`src/rtl/sched_pkg.sv`:
```
package sched_pkg;
  // {ras_n, cas_n, we_n}
  typedef enum logic [2:0] {
    CMD_ACT = 3'b011,
    CMD_RD  = 3'b101,
    CMD_WR  = 3'b100,
    CMD_PRE = 3'b010,
    CMD_REF = 3'b001,
    CMD_NOP = 3'b111
  } cmd_t;

  typedef enum logic [1:0] {
    ST_IDLE,
    ST_PREW,
    ST_ACTW,
    ST_REFW
  } seq_st_t;
endpackage

```
`src/rtl/bank_slot.sv`:
```
module bank_slot #(
  parameter int ROW_W = 13,
  parameter int COL_W = 10
) (
  input  logic             clk,
  input  logic             rst_n,
  input  logic             ld,
  input  logic             clr,
  input  logic             in_wr,
  input  logic [ROW_W-1:0] in_row,
  input  logic [COL_W-1:0] in_col,
  output logic             busy,
  output logic             wr,
  output logic [ROW_W-1:0] row,
  output logic [COL_W-1:0] col
);
  logic take;
  assign take = ld && !busy;

  always_ff @(posedge clk or negedge rst_n) begin
    if (!rst_n) busy <= 1'b0;
    else if (take) busy <= 1'b1;
    else if (clr) busy <= 1'b0;
  end

  always_ff @(posedge clk or negedge rst_n) begin
    if (!rst_n) begin
      wr  <= 1'b0;
      row <= '0;
      col <= '0;
    end else if (take) begin
      wr  <= in_wr;
      row <= in_row;
      col <= in_col;
    end
  end
endmodule

```
`src/rtl/prio_pick.sv`:
```
module prio_pick #(
  parameter int NB = 4,
  localparam int IW = $clog2(NB)
) (
  input  logic [NB-1:0] req,
  output logic          any,
  output logic [IW-1:0] idx
);
  always_comb begin
    idx = '0;
    for (int i = NB - 1; i >= 0; i--) begin
      if (req[i]) idx = IW'(i);
    end
  end
  assign any = |req;
endmodule

```
`src/rtl/row_track.sv`:
```
module row_track #(
  parameter int NB    = 4,
  parameter int ROW_W = 13,
  localparam int IW   = $clog2(NB)
) (
  input  logic                     clk,
  input  logic                     rst_n,
  input  logic                     act,
  input  logic                     pre,
  input  logic                     pre_all,
  input  logic [IW-1:0]            bank,
  input  logic [ROW_W-1:0]         row,
  output logic [NB-1:0]            open_vld,
  output logic [NB-1:0][ROW_W-1:0] open_row
);
  for (genvar g = 0; g < NB; g++) begin : g_bank
    logic hit;
    assign hit = (bank == IW'(g));

    always_ff @(posedge clk or negedge rst_n) begin
      if (!rst_n) open_vld[g] <= 1'b0;
      else if (pre_all || (pre && hit)) open_vld[g] <= 1'b0;
      else if (act && hit) open_vld[g] <= 1'b1;
    end

    always_ff @(posedge clk or negedge rst_n) begin
      if (!rst_n) open_row[g] <= '0;
      else if (act && hit) open_row[g] <= row;
    end
  end
endmodule

```
`src/rtl/cmd_seq.sv`:
```
module cmd_seq
  import sched_pkg::*;
#(
  parameter int NB     = 4,
  parameter int ROW_W  = 13,
  parameter int COL_W  = 10,
  parameter int ADDR_W = 13,
  parameter int AP_BIT = 10,
  parameter int T_RP   = 2,
  parameter int T_RCD  = 3,
  parameter int T_RFC  = 7,
  parameter int T_REFI = 1560,
  localparam int IW    = $clog2(NB),
  localparam int TMAX  = (T_RP > T_RCD) ? ((T_RP > T_RFC) ? T_RP : T_RFC)
                                        : ((T_RCD > T_RFC) ? T_RCD : T_RFC),
  localparam int CW    = $clog2(TMAX + 1),
  localparam int RW    = $clog2(T_REFI + 1)
) (
  input  logic                     clk,
  input  logic                     rst_n,
  input  logic                     pick_any,
  input  logic [IW-1:0]            pick_idx,
  input  logic [NB-1:0]            slot_wr,
  input  logic [NB-1:0][ROW_W-1:0] slot_row,
  input  logic [NB-1:0][COL_W-1:0] slot_col,
  input  logic [NB-1:0]            open_vld,
  input  logic [NB-1:0][ROW_W-1:0] open_row,
  output logic [NB-1:0]            slot_clr,
  output logic                     trk_act,
  output logic                     trk_pre,
  output logic                     trk_pre_all,
  output logic [IW-1:0]            trk_bank,
  output logic [ROW_W-1:0]         trk_row,
  output cmd_t                     cmd_q,
  output logic [IW-1:0]            ba_q,
  output logic [ADDR_W-1:0]        addr_q
);
  seq_st_t          st_q, st_d;
  logic [CW-1:0]    cnt_q, cnt_d;
  logic [IW-1:0]    cur_q, cur_d;
  logic             tref_q, tref_d;
  logic             rpend_q, rpend_d, ref_take, ref_hit;
  logic [RW-1:0]    refi_q, refi_d;
  cmd_t             cmd_d;
  logic [IW-1:0]    ba_d;
  logic [ADDR_W-1:0] addr_d;

  // refresh interval counter
  assign ref_hit = (refi_q == RW'(T_REFI - 1));
  assign refi_d  = ref_hit ? '0 : refi_q + 1'b1;
  assign rpend_d = ref_hit || (rpend_q && !ref_take);

  always_comb begin
    st_d = st_q; cnt_d = cnt_q; cur_d = cur_q; tref_d = tref_q;
    cmd_d = CMD_NOP; ba_d = '0; addr_d = '0;
    slot_clr = '0; trk_act = 1'b0; trk_pre = 1'b0; trk_pre_all = 1'b0;
    trk_bank = '0; trk_row = '0; ref_take = 1'b0;
    unique case (st_q)
      ST_IDLE: begin
        if (rpend_q) begin
          if (|open_vld) begin
            cmd_d = CMD_PRE; addr_d[AP_BIT] = 1'b1;
            trk_pre_all = 1'b1; tref_d = 1'b1;
            cnt_d = CW'(T_RP - 1); st_d = ST_PREW;
          end else begin
            cmd_d = CMD_REF; ref_take = 1'b1;
            cnt_d = CW'(T_RFC - 1); st_d = ST_REFW;
          end
        end else if (pick_any) begin
          cur_d = pick_idx; ba_d = pick_idx; trk_bank = pick_idx;
          if (open_vld[pick_idx] && open_row[pick_idx] == slot_row[pick_idx]) begin
            cmd_d = slot_wr[pick_idx] ? CMD_WR : CMD_RD;
            addr_d = ADDR_W'(slot_col[pick_idx]);
            slot_clr[pick_idx] = 1'b1;
          end else if (open_vld[pick_idx]) begin
            cmd_d = CMD_PRE; trk_pre = 1'b1; tref_d = 1'b0;
            cnt_d = CW'(T_RP - 1); st_d = ST_PREW;
          end else begin
            cmd_d = CMD_ACT; addr_d = ADDR_W'(slot_row[pick_idx]);
            trk_act = 1'b1; trk_row = slot_row[pick_idx];
            cnt_d = CW'(T_RCD - 1); st_d = ST_ACTW;
          end
        end
      end
      ST_PREW: begin
        if (cnt_q != '0) cnt_d = cnt_q - 1'b1;
        else if (tref_q) begin
          cmd_d = CMD_REF; ref_take = 1'b1;
          cnt_d = CW'(T_RFC - 1); st_d = ST_REFW;
        end else begin
          cmd_d = CMD_ACT; ba_d = cur_q; addr_d = ADDR_W'(slot_row[cur_q]);
          trk_act = 1'b1; trk_bank = cur_q; trk_row = slot_row[cur_q];
          cnt_d = CW'(T_RCD - 1); st_d = ST_ACTW;
        end
      end
      ST_ACTW: begin
        if (cnt_q != '0) cnt_d = cnt_q - 1'b1;
        else begin
          cmd_d = slot_wr[cur_q] ? CMD_WR : CMD_RD;
          ba_d = cur_q; addr_d = ADDR_W'(slot_col[cur_q]);
          slot_clr[cur_q] = 1'b1; st_d = ST_IDLE;
        end
      end
      ST_REFW: begin
        if (cnt_q != '0) cnt_d = cnt_q - 1'b1;
        else st_d = ST_IDLE;
      end
      default: st_d = ST_IDLE;
    endcase
  end

  always_ff @(posedge clk or negedge rst_n) begin
    if (!rst_n) begin
      st_q <= ST_IDLE; cnt_q <= '0; cur_q <= '0; tref_q <= 1'b0;
      rpend_q <= 1'b0; refi_q <= '0;
      cmd_q <= CMD_NOP; ba_q <= '0; addr_q <= '0;
    end else begin
      st_q <= st_d; cnt_q <= cnt_d; cur_q <= cur_d; tref_q <= tref_d;
      rpend_q <= rpend_d; refi_q <= refi_d;
      cmd_q <= cmd_d; ba_q <= ba_d; addr_q <= addr_d;
    end
  end
endmodule

```
`src/rtl/sdram_cmd_sched.sv`:
```
module sdram_cmd_sched
  import sched_pkg::*;
#(
  parameter int NB     = 4,
  parameter int ROW_W  = 13,
  parameter int COL_W  = 10,
  parameter int AP_BIT = 10,
  parameter int T_RP   = 2,
  parameter int T_RCD  = 3,
  parameter int T_RFC  = 7,
  parameter int T_REFI = 1560,
  localparam int BA_W  = $clog2(NB),
  localparam int ADDR_W = (ROW_W > AP_BIT + 1) ? ROW_W : AP_BIT + 1
) (
  input  logic              clk,
  input  logic              rst_n,
  input  logic              req_valid,
  input  logic [BA_W-1:0]   req_bank,
  input  logic              req_write,
  input  logic [ROW_W-1:0]  req_row,
  input  logic [COL_W-1:0]  req_col,
  output logic [NB-1:0]     bank_pending,
  output logic              sd_ras_n,
  output logic              sd_cas_n,
  output logic              sd_we_n,
  output logic [BA_W-1:0]   sd_ba,
  output logic [ADDR_W-1:0] sd_addr
);
  logic [NB-1:0]            s_busy, s_wr, s_clr;
  logic [NB-1:0][ROW_W-1:0] s_row, trk_orow;
  logic [NB-1:0][COL_W-1:0] s_col;
  logic [NB-1:0]            trk_vld;
  logic                     p_any, t_act, t_pre, t_pall;
  logic [BA_W-1:0]          p_idx, t_bank;
  logic [ROW_W-1:0]         t_row;
  cmd_t                     cmd;

  for (genvar g = 0; g < NB; g++) begin : g_slot
    bank_slot #(.ROW_W(ROW_W), .COL_W(COL_W)) u_slot (
      .clk(clk), .rst_n(rst_n),
      .ld(req_valid && req_bank == BA_W'(g)), .clr(s_clr[g]),
      .in_wr(req_write), .in_row(req_row), .in_col(req_col),
      .busy(s_busy[g]), .wr(s_wr[g]), .row(s_row[g]), .col(s_col[g])
    );
  end

  prio_pick #(.NB(NB)) u_pick (.req(s_busy), .any(p_any), .idx(p_idx));

  row_track #(.NB(NB), .ROW_W(ROW_W)) u_trk (
    .clk(clk), .rst_n(rst_n), .act(t_act), .pre(t_pre), .pre_all(t_pall),
    .bank(t_bank), .row(t_row), .open_vld(trk_vld), .open_row(trk_orow)
  );

  cmd_seq #(
    .NB(NB), .ROW_W(ROW_W), .COL_W(COL_W), .ADDR_W(ADDR_W), .AP_BIT(AP_BIT),
    .T_RP(T_RP), .T_RCD(T_RCD), .T_RFC(T_RFC), .T_REFI(T_REFI)
  ) u_seq (
    .clk(clk), .rst_n(rst_n), .pick_any(p_any), .pick_idx(p_idx),
    .slot_wr(s_wr), .slot_row(s_row), .slot_col(s_col),
    .open_vld(trk_vld), .open_row(trk_orow), .slot_clr(s_clr),
    .trk_act(t_act), .trk_pre(t_pre), .trk_pre_all(t_pall),
    .trk_bank(t_bank), .trk_row(t_row),
    .cmd_q(cmd), .ba_q(sd_ba), .addr_q(sd_addr)
  );

  assign {sd_ras_n, sd_cas_n, sd_we_n} = cmd;
  assign bank_pending = s_busy;
endmodule

```
`config.mk`:
```
export PLATFORM = sky130hd
export DESIGN_NAME = sdram_cmd_sched
export DESIGN_NICKNAME = d
export VERILOG_FILES = /design/src/rtl/sched_pkg.sv /design/src/rtl/bank_slot.sv /design/src/rtl/prio_pick.sv /design/src/rtl/row_track.sv /design/src/rtl/cmd_seq.sv /design/src/rtl/sdram_cmd_sched.sv
export SDC_FILE = /design/constraint.sdc
export NUM_CORES = 1
export LEC_CHECK = 0
export ABC_AREA = 0
export BUFFER_PORTS_ARGS = -buffer_cell sky130_fd_sc_hd__buf_4
export CORE_ASPECT_RATIO = 0.6
export CORE_UTILIZATION = 55
export CTS_CLUSTER_SIZE = 16
export DETAILED_ROUTE_END_ITERATION = 7
export PLACE_DENSITY = 0.76
export REMOVE_ABC_BUFFERS = 1
export SLEW_MARGIN = 20
export SYNTH_ARGS = -nofsm -noshare
export SYNTH_HDL_FRONTEND = slang
export SYNTH_SLANG_ARGS = --single-unit
```
`constraint.sdc`:
```
create_clock -name clk -period 2.4 [get_ports clk]
set_input_delay 0.36 -clock clk [delete_from_list [all_inputs] [get_ports clk]]
set_output_delay 0.36 -clock clk [all_outputs]
set_load 0.01 [all_outputs]
```
Word-level counts from Yosys, hierarchy flattened
Index checks and enable logic that the tools add are counted.

Bits in registers: 194. Output and inout port bits: 22.

$add $sub $neg: 2. Mux-type cells: 121. $lt $le $gt $ge: 4. Bitwise operators: 1. Reductions and logical operators: 51. Equal/unequal tests: 18.

Operators with widths (number): $mux W13 (11); $bmux W13 S2 (3); $mux W1 (49); $bmux W10 S2 (2); $mux W10 (4); $mux W2 (20); $pmux W13 S3 (1); $mux W3 (12); $pmux W13 S2 (1); $logic_and A1 B1 Y1 (20); $reduce_bool A2 Y1 (10); $pmux W3 S3 (2); $mux W4 (4); $eq A13 B13 Y1 (1); $eq A2 B2 Y1 const B (6); $pmux W2 S3 (2); $add A11 B1 Y11 const B (1); $eq A11 B11 Y1 const B (1); $mux W11 (1); $pmux W4 S2 (1); $reduce_or A4 Y1 (2); $bmux W1 S2 (3); $eq A2 B1 Y1 const B (3); $logic_not A2 Y1 (3); 17 further kinds (34).

Longest topological paths before layout
Word-level depth: 15. Gate-level depth with buffers: 13. Mapped depth without buffers: 9.

Hierarchy
Synthesis repeated with hierarchy kept, for this count alone.

Cells, all modules: 668. Area total of the unflattened synthesis: 10030.9 um^2.

Modules (own cells, without submodules): bank_slot (area an instance 1039.7 um^2, times used 4, cells an instance 55); cmd_seq (area an instance 3641.0 um^2, times used 1, cells an instance 308); row_track (area an instance 2158.3 um^2, times used 1, cells an instance 129); sdram_cmd_sched (area an instance 37.5 um^2, times used 1, cells an instance 4); prio_pick (area an instance 35.0 um^2, times used 1, cells an instance 7).

Worst setup path before layout
No wires, ideal clock.

Path kind: flip-flop to flip-flop. Start: register g_slot[0].u_slot.busy. End: register u_seq.addr_q[5]. Path buffers: 4. Slack: -0.236 ns. Data arrival time: 2.533 ns. Cell stages (with the launch flop): 12. Required time: 2.296 ns. Clock period less this slack: 2.636 ns. Cells stage by stage: dfrtp_1 -> buf_2 -> or3b_2 -> buf_4 -> o221ai_2 -> o22ai_1 -> a221oi_1 -> and4_1 -> nand4_1 -> buf_2 -> buf_6 -> o41ai_2.

Longest elaborated chain between the ends: 9. Elaborated cells between the ends (all ways): 17. Classes of those cells: eq/ne (1); mux (14); reduce/logical (2).

RTL lines: from (decl) (RTL line bank_slot.sv:12) `output logic busy,`; from (signal assigned) (RTL line bank_slot.sv:21) `if (!rst_n) busy <= 1'b0;`; from (signal assigned) (RTL line bank_slot.sv:22) `else if (take) busy <= 1'b1;`; from (signal assigned) (RTL line bank_slot.sv:23) `else if (clr) busy <= 1'b0;`; $mux W2 (RTL line prio_pick.sv:12) `if (req[i]) idx = IW'(i);`; $bmux W13 S2, on equally long branches (RTL line cmd_seq.sv:71, cmd_seq.sv:79); $mux W13, on equally long branches (RTL line cmd_seq.sv:71, cmd_seq.sv:79); $eq A13 B13 Y1 (RTL line cmd_seq.sv:71) `if (open_vld[pick_idx] && open_row[pick_idx] == slot_row[pick_idx]) begin`; $logic_and A1 B1 Y1 (RTL line cmd_seq.sv:71); $mux W13 (RTL line cmd_seq.sv:71); $mux W13 * (RTL line cmd_seq.sv:69) `end else if (pick_any) begin`; $mux W10 * (RTL line cmd_seq.sv:60) `if (rpend_q) begin`; $pmux W13 S3 * (RTL line cmd_seq.sv:58) `unique case (st_q)`; net u_seq.addr_d[5] (RTL line cmd_seq.sv:46) `logic [ADDR_W-1:0] addr_d;`; to (signal assigned) (RTL line cmd_seq.sv:116) `cmd_q <= CMD_NOP; ba_q <= '0; addr_q <= '0;`; to (signal assigned) (RTL line cmd_seq.sv:120) `cmd_q <= cmd_d; ba_q <= ba_d; addr_q <= addr_d;`; to (decl) (RTL line cmd_seq.sv:36) `output logic [ADDR_W-1:0] addr_q`.

The timed path passes the listed nets; every way through them passes the cells marked *. The select of a mux whose other input is x is not followed. A chain may end at the register's enable or synchronous reset.

Final worst setup path
Start: register g_slot[2].u_slot.busy. End: register u_seq.addr_q[7].

Longest elaborated chain between the ends: 11. Elaborated cells between the ends (all ways): 19. Classes of those cells: eq/ne (1); mux (16); reduce/logical (2).

RTL lines (RTL line): from (decl) (bank_slot.sv:12); from (signal assigned) (bank_slot.sv:21); from (signal assigned) (bank_slot.sv:22); from (signal assigned) (bank_slot.sv:23); $mux W2 (3 in a row) (prio_pick.sv:12); $bmux W13 S2, on equally long branches (cmd_seq.sv:71, cmd_seq.sv:79); $mux W13, on equally long branches (cmd_seq.sv:71, cmd_seq.sv:79); $eq A13 B13 Y1 (cmd_seq.sv:71); $logic_and A1 B1 Y1 (cmd_seq.sv:71); $mux W13 (cmd_seq.sv:71); $mux W13 * (cmd_seq.sv:69); $mux W10 * (cmd_seq.sv:60); $pmux W13 S3 * (cmd_seq.sv:58); net u_seq.addr_d[7] (cmd_seq.sv:46).

Marks and branches as above.

==> out/metrics.yaml <==
path_cells: "buf_4 -> or2_4 -> o21ai_4 -> buf_6 -> a221oi_1 -> xor2_1 -> and4_1 -> nand4_1 -> buf_6 -> buf_12 -> o41ai_4"
regToRegStartpoint: "g_slot[2].u_slot.busy"
final_hold_viol_count: 0
synthTopCellsByArea: "dfrtp_1 47%, mux2_2 9.9%, mux4_2 5.3%, a21oi_1 3.3%, nor2_1 2.9%"
dpl_cell_area_mm2: 0.0117
cts_sinks: 194
ant_nets: 0
grt_usage_pct: 35.0
cp.arrival_ps: 3420
drcViolationCount: 0
wl_mm: 34.4
ff2ff_setup_slack_ps: -690
p_sw_share_pct: 40.7
syn_area_mm2: 0.0101
grt_use_met1_pct: 52.3
clock_skew_ps: 15.5
final.min_clock_period_ps: 3090
core_mm2: 0.0175
p_comb_share_pct: 52.5
drt-initial-drc-count: 1335
avgSynthCellArea_um2: 10.8
p_clk_share_pct: 16.5
synth_edf_count: 0
io_pins: 51
slowest_stage: "a221oi_1"
die-area_mm2: 0.0189
synth_top_area_share_pct: 47.3
p_sw_mw: 7.85
viasPerCell: 6.71
crit_type: "reg -> reg"
peakVddDrop_mv: 0.974
powerDensity_mw_per_mm2: 1440
clockBufferDepth: 2
slew_headroom_pct: 56.3
grt_max_degree: 60
final_common_cell: "dfrtp_1"
cts-htree-levels: 4
grtUsageMet2_pct: 48.2
rsz0062_at_grt: "yes"
status: "complete, but fails checks"
setup_violations: 82
synthCells: 932
hp-start: "req_row[8]"
maxCapViolations: 0
seq_power_share_pct: 31.0
ys_ff_latch: 194
antenna_found_initial: 1
holdPathEnd: "g_slot[2].u_slot.row[8]"
ys_seq_area_share_pct: 48.1
drv_slew: 0
cts_buffers: 17
ys_warn_count: 0
overflow: 0
p_total_mw: 19.3
die_h_um: 107
cts_tree: "done"
grt_pass1_vias: 8565
holdPathStages: 3
fillers: 1080
fin_tns_setup_ps: -28530
dp_cells: 1295
grt-busiest-layer: "met1"
nets: 1141
fin_crit_sh_pct: 129
crit_top_cell: "buf_6"
grtUsageMet3_pct: 11.0
p_int_mw: 11.5
finalWeightedCongestion: 1.00
post-route-util_pct: 76.3
leakagePower_nw: 5.86
dpl.hpwl_mm: 21.5
root_buffer: "clkbuf_16"
port_buffers: 50
crit_family: "compound AO/OA/AOI/OAI gates"
hold_class: "in -> reg"
start_util_pct: 57.6
dr.pass1.iters: 6
cp.buffers_inverters: 4
synthFlopType: "dfrtp_1"
synth_top_area_cell: "dfrtp_1"
reg2reg_to: "u_seq.addr_q[7]"
syn2layout_area_growth_pct: 32.4
final_area_mm2: 0.0134
path_clk_slew_ps: 80
synthArstFlopShare_pct: 100
cp.required_ps: 2740
layout-drive-gt1-share_pct: 43.3
crit_path_start_kind: "flip-flop"
die_w_um: 177
synth_cell_types: 83
max_stage_delay_ps: 560
cp_max_fo: 6
failed_checks: "setup timing"
finalWorstSetupSlack_ps: -687
critPathCaptureType: "flip-flop"
max_freq_mhz: 324
rows: 37
crit_cells: 11
vias: 9109
grt_pass1_wl_mm: 49.3
insertion_delay_ps: 450
final_cell_mix: "187 x dfrtp_1, 182 x buf_4, 89 x mux2_2"
ff2ff_path_depth: 11
drt-wirelength-per-cell_um: 25.3
fin_cells: 1357
tightest_slew_ps: 654
[flip-flops by register name, summed over array words and instances, names as in the netlist, 3 cells and up]
register and count:
g_slot.u_slot.row 52, u_trk.open_row 52, g_slot.u_slot.col 40, u_seq.addr_q 13
u_seq.refi_q 11, g_slot.u_slot.busy 4, g_slot.u_slot.wr 4, u_trk.open_vld 4
u_seq.cmd_q 3, u_seq.cnt_q 3
[worst min-delay path, cell delays in order]
cell,delay (ps)
buf_4,100
nand2_1,40
o21ai_0,60
[kinds of logic (layout without fill, tap and decap cells)]
| kind of cell | Yosys count | in the layout | share of synthesized area (%) |
|---|---|---|---|
| simple gates | 261 | 261 | 13.3 |
| xor+xnor | 10 | 10 | 0.867 |
| fa+ha+maj | 3 | 3 | 0.371 |
| compound gates | 262 | 262 | 18.0 |
| buf+inv | 88 | 278 | 4.05 |
| flops | 194 | 194 | 48.1 |
| other cells | 0 | 1 | 0 |
| mux | 114 | 114 | 15.4 |
[layer usage]
metal | share of wire (%) | vias up
met5 | 0 | -
met3 | 13 | 98
met1 | 42 | 4538
li1 | - | 3844
met2 | 42 | 629
met4 | 2.8 | 0
[repair_timing]
action / 4_1_cts / 5_1_grt
pin swaps: 13 / 27
buffers inserted: 10 / 12
resized for setup: 59 / 105
hold buffers: 1 / 0
endpoints found under the setup margin: 82 / 82
hold endpoints to repair: 52 / 0
gates cloned: 1 / 7
[power by group through the flow]
stage	logic [mW]	registers, mW	clock network [mW]
floorplan	4.61	5.87	0
global placement	8.30	5.81	0
detailed placement	8.48	5.85	0
CTS	9.04	5.80	3.22
global route	10.6	6.10	3.36
finish	10.1	5.98	3.19
[cell usage after synthesis, types with 4 or more instances]
| cell type | count |
|---|---|
| a21boi_0 | 8 |
| a21oi_1 | 67 |
| a221o_1 | 6 |
| a221oi_1 | 12 |
| a22o_1 | 6 |
| a2bb2oi_1 | 8 |
| a31oi_1 | 7 |
| and2_1 | 6 |
| and3_1 | 4 |
| and4_1 | 4 |
| buf_1 | 7 |
| buf_2 | 18 |
| buf_4 | 9 |
| clkbuf_1 | 32 |
| dfrtp_1 | 191 |
| inv_1 | 17 |
| mux2_2 | 89 |
| mux4_2 | 24 |
| nand2_1 | 68 |
| nand2b_1 | 17 |
| nand3_1 | 10 |
| nor2_1 | 77 |
| nor2b_1 | 12 |
| nor3_1 | 12 |
| nor4_1 | 10 |
| nor4b_1 | 9 |
| o21ai_0 | 53 |
| o21bai_1 | 4 |
| o22a_1 | 13 |
| o22ai_1 | 17 |
| o2bb2ai_1 | 4 |
| o41ai_1 | 6 |
| o41ai_2 | 4 |
| or4_1 | 5 |
| xor2_1 | 7 |
[stage by stage]
step / setup slack [ps] / hold WS (ps)
2_1_floorplan: -2070 / 64.4
3_3_place_gp: -675 / 385
3_5_place_dp: -768 / 381
4_1_cts: -534 / 131
5_1_grt: -753 / 136
6_report: -687 / 146
[worst max path at each step]
stage | from | end | slack (ps)
floorplan | g_slot[1].u_slot.busy | u_seq.cnt_q[1] | -2070
global placement | g_slot[1].u_slot.busy | u_seq.addr_q[4] | -670
detailed placement | g_slot[1].u_slot.busy | u_seq.cnt_q[1] | -770
CTS | g_slot[1].u_slot.busy | u_seq.cnt_q[2] | -530
global route | g_slot[2].u_slot.busy | u_seq.addr_q[7] | -750
finish | g_slot[2].u_slot.busy | u_seq.addr_q[7] | -690
[final cells by class]
| cell class | count | area (µm²) | area share (%) |
|---|---|---|---|
| Multi-Input combinational cell | 650 | 5460 | 40.8 |
| Sequential cell | 194 | 4860 | 36.3 |
| Timing Repair Buffer | 227 | 2040 | 15.2 |
| Clock buffer | 19 | 443 | 3.31 |
| Tap cell | 234 | 293 | 2.19 |
| Clock inverter | 13 | 214 | 1.60 |
| Inverter | 19 | 75.1 | 0.561 |
| Antenna cell | 1 | 2.50 | 0.0187 |
(Power assumes the default switching activity.)
